### src/rtl/pfd_abl_pkg.sv
// Package: shared constants for the phase-frequency detector.
// Assumes two detector channels: index 0 is the reference, index 1 the feedback.
package pfd_abl_pkg;
    localparam int CH_REF = 0;
    localparam int CH_FB  = 1;
    localparam int NUM_CH = 2;

    // Overlap length in cycles for a given selection code.
    function automatic int overlap_cycles(input int code);
        return code + 1;
    endfunction
endpackage

### src/rtl/pfd_edge_capture.sv
// Module: one detector flip-flop with rising-edge capture.
// Sets its flag on a rising edge of a synchronous pulse input. Drops the flag
// when the shared clear fires. An edge seen during the clear cycle is held
// back and applied in the following cycle.
// Assumes the clear never fires in two consecutive cycles.
module pfd_edge_capture (
    input  logic clk,
    input  logic rst_n,
    input  logic pulse_i,
    input  logic clear_i,
    output logic flag_o
);
    logic prev_q;
    logic pend_q;
    logic flag_q;
    logic rise;

    assign rise = pulse_i & ~prev_q;

    // Remember the previous input level for edge detection.
    always_ff @(posedge clk) begin
        if (!rst_n) prev_q <= 1'b0;
        else        prev_q <= pulse_i;
    end

    // Hold an edge that collides with the clear cycle.
    always_ff @(posedge clk) begin
        if (!rst_n)       pend_q <= 1'b0;
        else if (clear_i) pend_q <= rise;
        else              pend_q <= 1'b0;
    end

    // Detector flip-flop: set by a new or held-back edge, dropped by the clear.
    always_ff @(posedge clk) begin
        if (!rst_n)              flag_q <= 1'b0;
        else if (clear_i)        flag_q <= 1'b0;
        else if (rise || pend_q) flag_q <= 1'b1;
    end

    assign flag_o = flag_q;
endmodule

### src/rtl/pfd_reset_delay.sv
// Module: delayed common clear for both detector flip-flops.
// Counts the cycles during which both flags are high. Fires the clear once
// the count reaches the selected code, giving code + 1 overlap cycles.
// Assumes the code is held stable while both flags are high.
module pfd_reset_delay #(
    parameter int SEL_W = 2
) (
    input  logic             clk,
    input  logic             rst_n,
    input  logic             up_i,
    input  logic             dn_i,
    input  logic [SEL_W-1:0] sel_i,
    output logic             clear_o
);
    localparam int CNT_W = SEL_W;

    logic [CNT_W-1:0] cnt_q;
    logic             both;

    assign both    = up_i & dn_i;
    assign clear_o = both && (cnt_q >= sel_i);

    // Count the overlap cycles that have elapsed without a clear.
    always_ff @(posedge clk) begin
        if (!rst_n)               cnt_q <= '0;
        else if (both && !clear_o) cnt_q <= cnt_q + 1'b1;
        else                      cnt_q <= '0;
    end
endmodule

### src/rtl/pfd_abl_top.sv
// Module: digital phase-frequency detector with a programmable overlap.
// A reference edge sets up and a feedback edge sets dn. Both are cleared
// together abl_sel + 1 cycles after they first overlap.
// Assumes synchronous pulse inputs and a code held stable during an overlap.
module pfd_abl_top
    import pfd_abl_pkg::*;
#(
    parameter int SEL_W = 2
) (
    input  logic             clk,
    input  logic             rst_n,
    input  logic             ref_pulse,
    input  logic             fb_pulse,
    input  logic [SEL_W-1:0] abl_sel,
    output logic             up,
    output logic             dn
);
    logic [NUM_CH-1:0] pulse_vec;
    logic [NUM_CH-1:0] flag_vec;
    logic              clear;

    assign pulse_vec[CH_REF] = ref_pulse;
    assign pulse_vec[CH_FB]  = fb_pulse;

    // One capture flip-flop per detector channel.
    for (genvar g = 0; g < NUM_CH; g++) begin : g_ch
        pfd_edge_capture u_cap (
            .clk     (clk),
            .rst_n   (rst_n),
            .pulse_i (pulse_vec[g]),
            .clear_i (clear),
            .flag_o  (flag_vec[g])
        );
    end

    pfd_reset_delay #(.SEL_W(SEL_W)) u_dly (
        .clk     (clk),
        .rst_n   (rst_n),
        .up_i    (flag_vec[CH_REF]),
        .dn_i    (flag_vec[CH_FB]),
        .sel_i   (abl_sel),
        .clear_o (clear)
    );

    assign up = flag_vec[CH_REF];
    assign dn = flag_vec[CH_FB];
endmodule

### config.mk
export PLATFORM = sky130hd
export DESIGN_NAME = pfd_abl_top
export DESIGN_NICKNAME = d
export VERILOG_FILES = /design/src/rtl/pfd_abl_pkg.sv /design/src/rtl/pfd_edge_capture.sv /design/src/rtl/pfd_reset_delay.sv /design/src/rtl/pfd_abl_top.sv
export SDC_FILE = /design/constraint.sdc
export NUM_CORES = 1
export LEC_CHECK = 0
export CORE_AREA = 2 2 39 41
export CTS_CLUSTER_SIZE = 25
export DETAILED_ROUTE_END_ITERATION = 16
export DIE_AREA = 0 0 41 43
export PLACE_DENSITY = 0.48
export SLEW_MARGIN = 5
export SYNTH_ARGS = -nofsm -noshare
export SYNTH_HDL_FRONTEND = slang
export SYNTH_SLANG_ARGS = --single-unit
### constraint.sdc
create_clock -name clk -period 1.5 [get_ports clk]
set_input_delay 0.15 -clock clk [delete_from_list [all_inputs] [get_ports clk]]
set_output_delay 0.15 -clock clk [all_outputs]
set_load 0.02 [all_outputs]
==> results.rst <==
.. list-table::
   :header-rows: 1

   * - Metric
     - Value
   * - Yosys top cell area share
     - 48.7%
   * - Most heavily used metal layer in global routing
     - met1
   * - Worst supply voltage drop on vdd
     - 0.382 mV
   * - Core region area
     - 1380 sq um
   * - Clock Skew
     - 0.00289 ns
   * - Max clock buf depth
     - 2
   * - CP Launch Type
     - flop
   * - Routed vias/inst
     - 4.31
   * - Number of detailed-routing iterations run before antenna repair
     - 2
   * - Distinct cell type count after synthesis
     - 14
   * - Register share of total power
     - 51.3%
   * - RSZ-0062 raised after global routing
     - false
   * - Syn_nets
     - 36
   * - Remaining antenna violation count after routing
     - 0
   * - Synth Cell Area
     - 329 sq um
   * - Normalized max-slew margin
     - 85.7%
   * - Routed wire length
     - 519 um
   * - Critical path endpoint category
     - primary output
   * - Yosys warning total
     - 0
   * - Post-route minimum period
     - 1.43 ns
   * - Site row count
     - 14
   * - CTS tree
     - built
   * - Chip width
     - 41 um
   * - Post-detailed-route DRC marker count
     - 0
   * - Data required time at the worst endpoint
     - 1.35 ns
   * - Worst-path cell chain
     - clkdlybuf4s50_1
   * - Clock-pin slew reported for the worst setup and hold paths after clock tree synthesis
     - 0.05 ns
   * - Highest Clock Rate
     - 0.698 GHz
   * - Most common library cell in the layout ignoring fill and taps
     - sky130_fd_sc_hd__dfxtp_1
   * - Global-route met1 utilization
     - 10.5%
   * - Data arrival, critical path
     - 1.28 ns
   * - Area growth from synthesis to layout
     - 34.2%
   * - Worst-path fanout max
     - 5
   * - Number of DRC markers in iteration 0
     - 3
   * - Seq/Total Area, Yosys
     - 48.7%
   * - Count of cells resized by post-cts repair
     - 0
   * - Last weighted congestion value of the routability-driven placer
     - 0.661
   * - Antenna diode instance count
     - 0
   * - Synthesized netlist cell count
     - 28
   * - H-tree levels
     - 1
   * - Post-Synthesis Mean Instance Area
     - 11.8 sq um
   * - Vias in the first global route
     - 235
   * - Pin count of the biggest net entering global routing
     - 7
   * - Leading cell types in the layout, fill and taps excluded
     - sky130_fd_sc_hd__dfxtp_1 (8), sky130_fd_sc_hd__clkdlybuf4s50_1 (7), sky130_fd_sc_hd__clkbuf_4 (3)
   * - Switching power as a share of total power
     - 22.2%
   * - Biggest area consumer among synthesized cells
     - sky130_fd_sc_hd__dfxtp_1
   * - Total die area
     - 1760 sq um
   * - Met2 track utilization from global routing
     - 10.0%
   * - Number of buffers and inverters on the critical path
     - 1
   * - Starting density of the core
     - 23.8%
   * - Status
     - finished, final reports clean
   * - Count of hold buffers inserted by post-cts repair
     - 0
   * - Vias
     - 233
   * - Worst slew pin tran
     - 0.215 ns
   * - Flops & latches, synth
     - 8
   * - Static Leakage
     - 0.183 nW
   * - Number of nets in the layout
     - 48
   * - Longest individual stage delay on the worst path
     - 0.63 ns
   * - Total Routing Usage GR
     - 8.28%
   * - Cell type of the slowest stage on the worst timing path
     - sky130_fd_sc_hd__clkdlybuf4s50_1
   * - Internal power
     - 0.000347 W
   * - Mean routed wirelength per cell
     - 9.61 um
   * - Setup-failing EPs final
     - 0
   * - Inserted Clock Buffers
     - 3
   * - Clock tree root driver cell
     - sky130_fd_sc_hd__clkbuf_4
   * - Maximum Capacitance Violations
     - 0
   * - Clock Sink Count
     - 8
   * - Sum of net half-perimeters after detailed placement
     - 390 um
   * - Hold Path Class
     - flop to flop
   * - Fin crit share
     - 95.6%
   * - Initial antenna violation count
     - 0
   * - Net switching power figure
     - 0.0000987 W
   * - Sum of negative setup slack
     - 0 ns
   * - Number of setup buffers added after CTS
     - 0
   * - Clock latency reported for the late side of the worst-skew pair
     - 0.25 ns
   * - Family with the most delay on the worst path
     - buffers and inverters
   * - Fraction of power consumed by the clock network
     - 35.9%
   * - Final hold violation count
     - 0
   * - Fraction of final layout cells with drive strength greater than 1
     - 18.4%
   * - Global-route wire length before repair
     - 931 um
   * - Final-report max-slew violation count
     - 0
   * - Dominant cells by area after synthesis
     - sky130_fd_sc_hd__dfxtp_1 (49%), sky130_fd_sc_hd__ha_1 (7.6%), sky130_fd_sc_hd__nor3_2 (6.1%), sky130_fd_sc_hd__a21o_4 (4.6%), sky130_fd_sc_hd__o31ai_1 (4.6%)
   * - Overflow left after global routing
     - 0
   * - Share of the core filled with cells in the final layout
     - 31.9%
   * - I/O Buffers
     - 7
   * - Fraction of met3 tracks used by global routing
     - 1.57%
   * - Top-Level Pins
     - 8
   * - Critical Setup Path Class
     - flop to primary output
   * - Power per standard cell area
     - 1010 nW/um^2
   * - Die Height
     - 43 um
   * - Proportion of power drawn by combinational gates
     - 12.8%
-- cell type report --
class,instances,area (sq um)
Clock buffer,3,22.5
Fill cell,141,942
Inverter,2,7.51
Multi-Input combinational cell,18,161
Sequential cell,8,160
Tap cell,16,20.0
Timing Repair Buffer,7,70.1
-- path summary, 6_finish.rpt --
| path | endpoint | cells past startpoint | from | slack [ns] |
|---|---|---|---|---|
| worst max-delay path | up | 1 | g_ch[0].u_cap.flag_o$_SDFFE_PP0P_ | 0.07 |
| worst min-delay path | u_dly.cnt_q[0]$_SDFF_PN0_ | 1 | u_dly.cnt_q[0]$_SDFF_PN0_ | 0.47 |
| worst max register to register | g_ch[1].u_cap.pend_q$_SDFF_PN0_ | 5 | u_dly.cnt_q[0]$_SDFF_PN0_ | 0.13 |
| worst min register to register | u_dly.cnt_q[0]$_SDFF_PN0_ | 1 | u_dly.cnt_q[0]$_SDFF_PN0_ | 0.47 |
-- power groups by stage --
stage,logic [W],registers (W),clock network (W)
CTS,0.0000579,0.000228,0.000170
floorplan,0.0000250,0.000237,0
detailed placement,0.0000574,0.000233,0
finish,0.0000568,0.000228,0.000160
global route,0.0000622,0.000230,0.000181
global placement,0.0000563,0.000232,0
-- cells by family (layout without fill, tap and decap cells) --
group / after synthesis / after routing / share of synthesized area (%)
XOR/XNOR: 1 / 1 / 2.66
buffers and inverters: 2 / 12 / 2.28
adder cells (fa/ha/maj): 2 / 2 / 7.60
flip-flops: 8 / 8 / 48.7
AO/OA/AOI/OAI: 5 / 5 / 12.9
AND/OR/NAND/NOR: 10 / 10 / 25.9
-- Yosys cell counts --
library cell               instances
sky130_fd_sc_hd__and4bb_1          1
sky130_fd_sc_hd__xnor2_1           1
sky130_fd_sc_hd__nor3_2            2
sky130_fd_sc_hd__dfxtp_1           8
sky130_fd_sc_hd__nand2b_4          1
sky130_fd_sc_hd__and2_1            2
sky130_fd_sc_hd__and3b_1           1
sky130_fd_sc_hd__a31oi_1           2
sky130_fd_sc_hd__o31ai_1           2
sky130_fd_sc_hd__nand3_1           1
sky130_fd_sc_hd__inv_1             2
sky130_fd_sc_hd__nor2b_1           2
sky130_fd_sc_hd__a21o_4            1
sky130_fd_sc_hd__ha_1              2
-- metal layers --
layer | up-vias | share of wire (%)
met5 | - | 0
met4 | 0 | 1.5
met3 | 2 | 6.4
met2 | 5 | 45
met1 | 106 | 47
li1 | 120 | -
-- registers in the layout, summed over array words and instances (netlist names) --
register,count
g_ch.u_cap.pend_q,2
g_ch.u_cap.flag_o,2
u_dly.cnt_q,2
g_ch.u_cap.prev_q,2
-- per-stage QoR --
step / hold WS [ns] / setup slack [ns] / cell area, sq um / std cells / power [W]
after floorplan: 0.272 / 0.196 / 329 / 28 / 0.000262
after global placement: 0.469 / -0.0100 / 419 / 51 / 0.000288
after detailed placement: 0.466 / -0.0446 / 419 / 51 / 0.000290
after CTS: 0.478 / 0.0589 / 442 / 54 / 0.000456
after global routing: 0.495 / 0.0169 / 442 / 54 / 0.000473
final: 0.473 / 0.0664 / 442 / 54 / 0.000445
(Power assumes the default switching activity.)
